File: src/rtl/dm_pkg.sv
package dm_pkg;

  typedef enum logic [1:0] {
    MODE_STEADY = 2'd0,
    MODE_BLINK  = 2'd1,
    MODE_HEART  = 2'd2
  } dm_mode_e;

  function automatic dm_mode_e decode_mode(input logic blink_en, input logic hbeat_en);
    if (!blink_en)     return MODE_STEADY;
    else if (hbeat_en) return MODE_HEART;
    else               return MODE_BLINK;
  endfunction

endpackage

File: src/rtl/dm_mode_ctrl.sv
module dm_mode_ctrl
  import dm_pkg::*;
(
  input  logic     clk_i,
  input  logic     rst_ni,
  input  logic     cntr_en_i,
  input  logic     cycle_start_i,
  input  logic     blink_en_i,
  input  logic     hbeat_en_i,
  output dm_mode_e mode_o,
  output logic     restart_o,
  output logic     tick_o
);

  dm_mode_e mode_now;
  dm_mode_e mode_q;
  dm_mode_e mode_d;

  always_comb begin
    mode_now  = decode_mode(blink_en_i, hbeat_en_i);
    mode_d    = mode_now;
    restart_o = !cntr_en_i || (mode_now != mode_q) || (mode_now == MODE_STEADY);
    tick_o    = cycle_start_i && !restart_o;
  end

  always_ff @(posedge clk_i or negedge rst_ni) begin
    if (!rst_ni) mode_q <= MODE_STEADY;
    else         mode_q <= mode_d;
  end

  assign mode_o = mode_now;

  // A tick is never issued in a cycle whose mode differs from the last one.
  assert_tick_after_settle_R9: assert property (@(posedge clk_i) disable iff (!rst_ni)
    tick_o |-> (mode_o == mode_q) && cntr_en_i);

endmodule

File: src/rtl/dm_dwell_cnt.sv
module dm_dwell_cnt #(
  parameter int CNT_W = 16
) (
  input  logic             clk_i,
  input  logic             rst_ni,
  input  logic             clear_i,
  input  logic             tick_i,
  input  logic [CNT_W-1:0] limit_i,
  output logic             wrap_o
);

  logic [CNT_W-1:0] cnt_q;
  logic [CNT_W-1:0] cnt_d;
  logic             cnt_en;

  always_comb begin
    wrap_o = tick_i && (cnt_q >= limit_i);
    cnt_en = clear_i || tick_i;
    cnt_d  = cnt_q;
    if (clear_i)     cnt_d = '0;
    else if (wrap_o) cnt_d = '0;
    else if (tick_i) cnt_d = cnt_q + 1'b1;
  end

  always_ff @(posedge clk_i or negedge rst_ni) begin
    if (!rst_ni)     cnt_q <= '0;
    else if (cnt_en) cnt_q <= cnt_d;
  end

  // Count moves only on a PWM cycle strobe or a restart.
  assert_cnt_holds_R7: assert property (@(posedge clk_i) disable iff (!rst_ni)
    (!tick_i && !clear_i) |=> $stable(cnt_q));

  assert_cnt_cleared_R8: assert property (@(posedge clk_i) disable iff (!rst_ni)
    clear_i |=> (cnt_q == '0));

endmodule

File: src/rtl/dm_ramp.sv
module dm_ramp #(
  parameter int DUTY_W = 16
) (
  input  logic              clk_i,
  input  logic              rst_ni,
  input  logic              restart_i,
  input  logic              step_i,
  input  logic [DUTY_W-1:0] duty_a_i,
  input  logic [DUTY_W-1:0] duty_b_i,
  input  logic [DUTY_W-1:0] step_m1_i,
  output logic [DUTY_W-1:0] level_o
);

  localparam int WIDE_W = DUTY_W + 1;

  logic [DUTY_W-1:0] level_q, level_d;
  logic              toward_b_q, toward_b_d;
  logic              ramp_en;
  logic [DUTY_W-1:0] target;
  logic [WIDE_W-1:0] step_w;
  logic [WIDE_W-1:0] up_sum;
  logic [WIDE_W-1:0] down_lim;
  logic              rising;
  logic              hit;

  always_comb begin
    target   = toward_b_q ? duty_b_i : duty_a_i;
    step_w   = {1'b0, step_m1_i} + WIDE_W'(1);
    up_sum   = {1'b0, level_q} + step_w;
    down_lim = {1'b0, target} + step_w;
    rising   = target > level_q;
    hit      = rising ? (up_sum >= {1'b0, target}) : ({1'b0, level_q} <= down_lim);

    ramp_en    = restart_i || step_i;
    level_d    = level_q;
    toward_b_d = toward_b_q;
    if (restart_i) begin
      level_d    = duty_a_i;
      toward_b_d = 1'b1;
    end else if (step_i) begin
      if (hit) begin
        level_d    = target;
        toward_b_d = !toward_b_q;
      end else if (rising) begin
        level_d = up_sum[DUTY_W-1:0];
      end else begin
        level_d = level_q - step_w[DUTY_W-1:0];
      end
    end
  end

  always_ff @(posedge clk_i or negedge rst_ni) begin
    if (!rst_ni) begin
      level_q    <= '0;
      toward_b_q <= 1'b1;
    end else if (ramp_en) begin
      level_q    <= level_d;
      toward_b_q <= toward_b_d;
    end
  end

  assign level_o = level_q;

  assert_ramp_holds_R7: assert property (@(posedge clk_i) disable iff (!rst_ni)
    (!step_i && !restart_i) |=> $stable(level_q));

  assert_ramp_restart_R9: assert property (@(posedge clk_i) disable iff (!rst_ni)
    restart_i |=> (level_q == $past(duty_a_i)) && toward_b_q);

  // With equal end points a step cannot move the level off them.
  assert_ramp_flat_R6: assert property (@(posedge clk_i) disable iff (!rst_ni)
    (step_i && !restart_i && duty_a_i == duty_b_i && level_q == duty_a_i)
      |=> level_q == $past(duty_a_i));

endmodule

File: src/rtl/duty_modulator.sv
module duty_modulator
  import dm_pkg::*;
#(
  parameter int DUTY_W = 16,
  parameter int CNT_W  = 16
) (
  input  logic              clk_i,
  input  logic              rst_ni,
  input  logic              cntr_en_i,
  input  logic              cycle_start_i,
  input  logic              blink_en_i,
  input  logic              hbeat_en_i,
  input  logic [DUTY_W-1:0] duty_a_i,
  input  logic [DUTY_W-1:0] duty_b_i,
  input  logic [CNT_W-1:0]  dwell_x_i,
  input  logic [CNT_W-1:0]  dwell_y_i,
  output logic [DUTY_W-1:0] duty_o
);

  dm_mode_e          mode;
  logic              restart;
  logic              tick;
  logic              wrap;
  logic [CNT_W-1:0]  limit;
  logic              on_b_q, on_b_d, on_b_en;
  logic              ramp_step;
  logic [DUTY_W-1:0] ramp_level;
  logic [DUTY_W-1:0] ramp_inc;

  dm_mode_ctrl u_mode (
    .clk_i         (clk_i),
    .rst_ni        (rst_ni),
    .cntr_en_i     (cntr_en_i),
    .cycle_start_i (cycle_start_i),
    .blink_en_i    (blink_en_i),
    .hbeat_en_i    (hbeat_en_i),
    .mode_o        (mode),
    .restart_o     (restart),
    .tick_o        (tick)
  );

  // Heartbeat steps every X+1 strobes; blink dwells X+1 on A and Y+1 on B.
  always_comb begin
    limit = dwell_x_i;
    if (mode == MODE_BLINK && on_b_q) limit = dwell_y_i;
  end

  dm_dwell_cnt #(.CNT_W(CNT_W)) u_cnt (
    .clk_i   (clk_i),
    .rst_ni  (rst_ni),
    .clear_i (restart),
    .tick_i  (tick),
    .limit_i (limit),
    .wrap_o  (wrap)
  );

  generate
    if (CNT_W >= DUTY_W) begin : g_inc_trunc
      assign ramp_inc = dwell_y_i[DUTY_W-1:0];
    end else begin : g_inc_ext
      assign ramp_inc = {{(DUTY_W-CNT_W){1'b0}}, dwell_y_i};
    end
  endgenerate

  assign ramp_step = wrap && (mode == MODE_HEART);

  dm_ramp #(.DUTY_W(DUTY_W)) u_ramp (
    .clk_i     (clk_i),
    .rst_ni    (rst_ni),
    .restart_i (restart),
    .step_i    (ramp_step),
    .duty_a_i  (duty_a_i),
    .duty_b_i  (duty_b_i),
    .step_m1_i (ramp_inc),
    .level_o   (ramp_level)
  );

  // Blink phase: 0 shows A, 1 shows B.
  always_comb begin
    on_b_en = restart || (wrap && mode == MODE_BLINK);
    on_b_d  = restart ? 1'b0 : !on_b_q;
  end

  always_ff @(posedge clk_i or negedge rst_ni) begin
    if (!rst_ni)      on_b_q <= 1'b0;
    else if (on_b_en) on_b_q <= on_b_d;
  end

  always_comb begin
    duty_o = duty_a_i;
    if (!restart) begin
      unique case (mode)
        MODE_BLINK: duty_o = on_b_q ? duty_b_i : duty_a_i;
        MODE_HEART: duty_o = ramp_level;
        default:    duty_o = duty_a_i;
      endcase
    end
  end

  assert_steady_is_a_R1: assert property (@(posedge clk_i) disable iff (!rst_ni)
    !blink_en_i |-> duty_o == duty_a_i);

  assert_disabled_is_a_R8: assert property (@(posedge clk_i) disable iff (!rst_ni)
    !cntr_en_i |-> duty_o == duty_a_i);

  assert_phase_holds_R7: assert property (@(posedge clk_i) disable iff (!rst_ni)
    (!cycle_start_i && cntr_en_i && $stable(blink_en_i) && $stable(hbeat_en_i))
      |=> $stable(on_b_q));

  assert_blink_values_R2: assert property (@(posedge clk_i) disable iff (!rst_ni)
    (blink_en_i && !hbeat_en_i) |-> (duty_o == duty_a_i || duty_o == duty_b_i));

endmodule

File: config.mk
export PLATFORM = sky130hd
export DESIGN_NAME = duty_modulator
export DESIGN_NICKNAME = d
export VERILOG_FILES = /design/src/rtl/dm_pkg.sv /design/src/rtl/dm_mode_ctrl.sv /design/src/rtl/dm_dwell_cnt.sv /design/src/rtl/dm_ramp.sv /design/src/rtl/duty_modulator.sv
export SDC_FILE = /design/constraint.sdc
export NUM_CORES = 1
export LEC_CHECK = 0
export BUFFER_PORTS_ARGS = -buffer_cell sky130_fd_sc_hd__clkbuf_2
export CORE_MARGIN = 1
export CORE_UTILIZATION = 45
export CTS_CLUSTER_DIAMETER = 120
export DETAILED_ROUTE_END_ITERATION = 10
export HOLD_SLACK_MARGIN = 0.06
export MAX_ROUTING_LAYER = met4
export SLEW_MARGIN = 20
export SYNTH_ARGS = -nofsm -noshare
export SYNTH_HDL_FRONTEND = slang
export SYNTH_HIERARCHICAL = 1
export SYNTH_SLANG_ARGS = --single-unit
File: constraint.sdc
create_clock -name clk_i -period 7.2 [get_ports clk_i]
set_input_delay 1.44 -clock clk_i [delete_from_list [all_inputs] [get_ports clk_i]]
set_output_delay 1.44 -clock clk_i [all_outputs]
set_load 0.01 [all_outputs]
==> flow_metrics.tcl <==
set metrics [dict create \
    wl_per_cell_um 19.38 \
    synth_seq_cells 36 \
    cts_made_buffers 5 \
    grtUsageTotal_pct 29.21 \
    holdCritPathClass "reg -> reg" \
    clockBufferDepth 2 \
    start_util_pct 46.73 \
    fillers 1578 \
    yosys_warnings 6 \
    synthCells 920 \
    gr-usage-met1_pct 36.16 \
    peakVddDrop_mv 0.07492 \
    crit_start "dwell_y_i[0]" \
    final_layout_size_suffix_gt1_share_pct 16.08 \
    skew_ns 0.005535 \
    die_y_um 128.6 \
    crit_path_max_fanout 13 \
    pwr-share-comb_pct 58.4 \
    synthXorXnorAreaFrac_pct 7.185 \
    dp_hpwl_mm 18.92 \
    cp-start-kind "primary input" \
    num_io_pins 86 \
    r2r_start "u_ramp/toward_b_q$_DFFE_PN1P_" \
    fin_crit_sh_pct 93.41 \
    overflow 0 \
    drt_iter0_drc 463 \
    grtUsageMet2_pct 49.79 \
    grt-busiest-layer "met2" \
    htreeDepth 2 \
    finalCriticalPeriod_ns 6.725 \
    worst_slack_ns 0.4746 \
    cts_resized 0 \
    status "completed" \
    core_um2 15430 \
    rsz0062_at_grt "false" \
    cts_root_buffer "clkbuf_16" \
    grt_max_degree 41 \
    final_max_slew_viol_count 0 \
    areaGrowthSynthToFinish_pct 9.858 \
    seq_power_share_pct 20.1 \
    tightest_slew_ns 1.049 \
    synth_area_leaders "ha_1 19%, dfrtp_1 12%, inv_1 5.2%" \
    post-synth-top-area-cell "ha_1" \
    drtPass1Iterations 5 \
    ant_nets 0 \
    via_count 7115 \
    ctsHoldBuffers 0 \
    netlist_area_um2 7209 \
    switchingPower_mw 0.4850 \
    drv_cap 0 \
    diodes 0 \
    synth_ff_type "dfrtp_1" \
    post_cts_buffers 0 \
    hold_start "u_cnt/cnt_q[14]$_DFFE_PN0P_" \
    synth_top_family_by_area "compound AO/OA/AOI/OAI gates" \
    yosys-top-cells-count "111 x ha_1, 100 x inv_1, 66 x nor2_1, 60 x o21ai_0, 54 x a21oi_1" \
    hold_viol 0 \
    p_int_mw 0.6297 \
    fp-row-count 45 \
    clkTransAtPathRegs_ns 0.07 \
    setup_violations 0 \
    antenna_found_initial 0 \
    sw_frac_of_total_pct 43.51 \
    dieArea_um2 16530 \
    yosysMostFrequentCell "ha_1" \
    cp-end-kind "register" \
    setup_tns_ns 0 \
    cellLeakagePower_nw 4.116 \
    synth_compound_area_share_pct 24.56 \
    power.share.clock_pct 21.5 \
    drc_errors 0 \
    port_buffers 85 \
    grt_util_met3_pct 3.950 \
    critPathRequiredTime_ns 7.37 \
    multiInputGateArea_um2 5679 \
    cts_tree "yes" \
    clock_sinks 36 \
    yosysUniqueCellTypes 84 \
    clk-insertion-delay-late_ns 0.29 \
    synth_fa_ha_area_share_pct 20.10 \
    synthArstFlopShare_pct 100.0 \
    grt_pass1_wl_mm 35.87 \
    crit_arrival_ns 6.90 \
    ys_seq_area_share_pct 12.51 \
    wl_mm 23.26 \
    place.gp.congestion 0.9502 \
    die_x_um 128.6 \
    layout.nets 1172 \
    viasPerCell 5.929 \
    syn_nets 1104 \
    synth-simple-area-share_pct 19.02 \
    synth_edf_count 0 \
    slew_headroom_pct 29.85 \
    max_freq_mhz 148.7 \
    avgSynthCellArea_um2 7.836 \
    synth_top_area_share_pct 19.26 \
    powerDensity_nw_per_um2 140.8 \
    preCtsSetupSlack_ns 0.2578 \
    path_class "in -> reg" \
    seq_area_um2 902.1 \
    grt_pass1_vias 6557 \
    synthMuxAreaShare_pct 7.654 \
]
[worst paths after layout]
path / to / cells past startpoint / slack, ns
min reg2reg: u_cnt/cnt_q[14]$_DFFE_PN0P_ / 1 / 0.54
max in group asynchronous: u_ramp/level_o[13]$_DFFE_PN0P_ / 1 / 5.32
min: u_cnt/cnt_q[14]$_DFFE_PN0P_ / 1 / 0.54
max reg2reg: u_ramp/level_o[8]$_DFFE_PN0P_ / 24 / 0.84
max: u_ramp/level_o[8]$_DFFE_PN0P_ / 24 / 0.47
min in group asynchronous: u_mode/mode_q[1]$_DFF_PN0_ / 1 / 1.28
[state kept, by name, summed over array words and instances (netlist names)]
name	cells
u_mode/mode_q	2
u_ramp/toward_b_q	1
on_b_q	1
u_cnt/cnt_q	16
u_ramp/level_o	16
[power groups by stage]
stage	clock, mW	sequential, mW	combinational [mW]
2_1_floorplan	0	0.220	0.456
3_3_place_gp	0	0.227	0.643
3_5_place_dp	0	0.227	0.639
4_1_cts	0.245	0.223	0.643
5_1_grt	0.254	0.224	0.715
6_report	0.240	0.224	0.651
[metal layers]
| metal | routed length, µm | vias to the layer above | share of wire, % |
|---|---|---|---|
| met5 | 0 | - | 0 |
| met1 | 10350 | 3355 | 45 |
| met2 | 11150 | 228 | 48 |
| li1 | - | 3499 | - |
| met4 | 573 | 0 | 2.5 |
| met3 | 1180 | 33 | 5.1 |
[logic make-up after synthesis]
kind of cell | Yosys count
adder cells (fa/ha/maj) | 114
AND/OR/NAND/NOR | 263
flip-flops | 36
buffers and inverters | 139
XOR/XNOR | 56
multiplexers | 51
AO/OA/AOI/OAI | 261
[critical path, stage by stage]
cell	delay, ns
clkbuf_2	0.15
nand3_1	0.24
nor2_1	0.25
and3_1	0.20
xor2_1	0.33
ha_1	0.34
nand2_1	0.08
a31oi_1	0.06
a41o_2	0.30
a211oi_2	0.37
o21ai_0	0.17
xnor2_1	0.15
ha_1	0.30
nand2_1	0.11
nor2_1	0.05
a2111oi_0	0.45
o21ai_0	0.19
o221ai_1	0.32
nor2_1	0.08
a41o_1	0.28
o32ai_4	0.36
buf_12	0.22
mux2i_1	0.09
a221o_1	0.36
[layout by cell type, fill, tap and decap left out, drive strengths merged, types with 26 or more instances in the layout]
cell	instances
ha	111
inv	102
clkbuf	90
nor2	66
o21ai	62
a21oi	54
nand2	53
xnor2	36
dfrtp	35
and3	34
mux2	27
a21o	26
[stage by stage]
step	hold WS (ns)	power [mW]	instance area [µm²]	std cells	util [%]
floorplan	0.4868	0.6762	7209	920	-
global placement	0.5308	0.8706	7765	1192	50.33
detailed placement	0.5319	0.8660	7765	1192	50.33
CTS	0.5470	1.111	7918	1200	51.32
global route	0.5808	1.193	7920	1200	51.34
finish	0.5438	1.115	7920	1200	51.34
[cell type report]
class,instances,area share [%]
clock buffers,6,1.754
clock inverters,2,0.1738
inverters,101,4.787
multi-input cells,745,71.71
flip-flops and latches,36,11.39
well taps,211,3.333
repair buffers,99,6.856
Power figures use the tool's default switching activity.
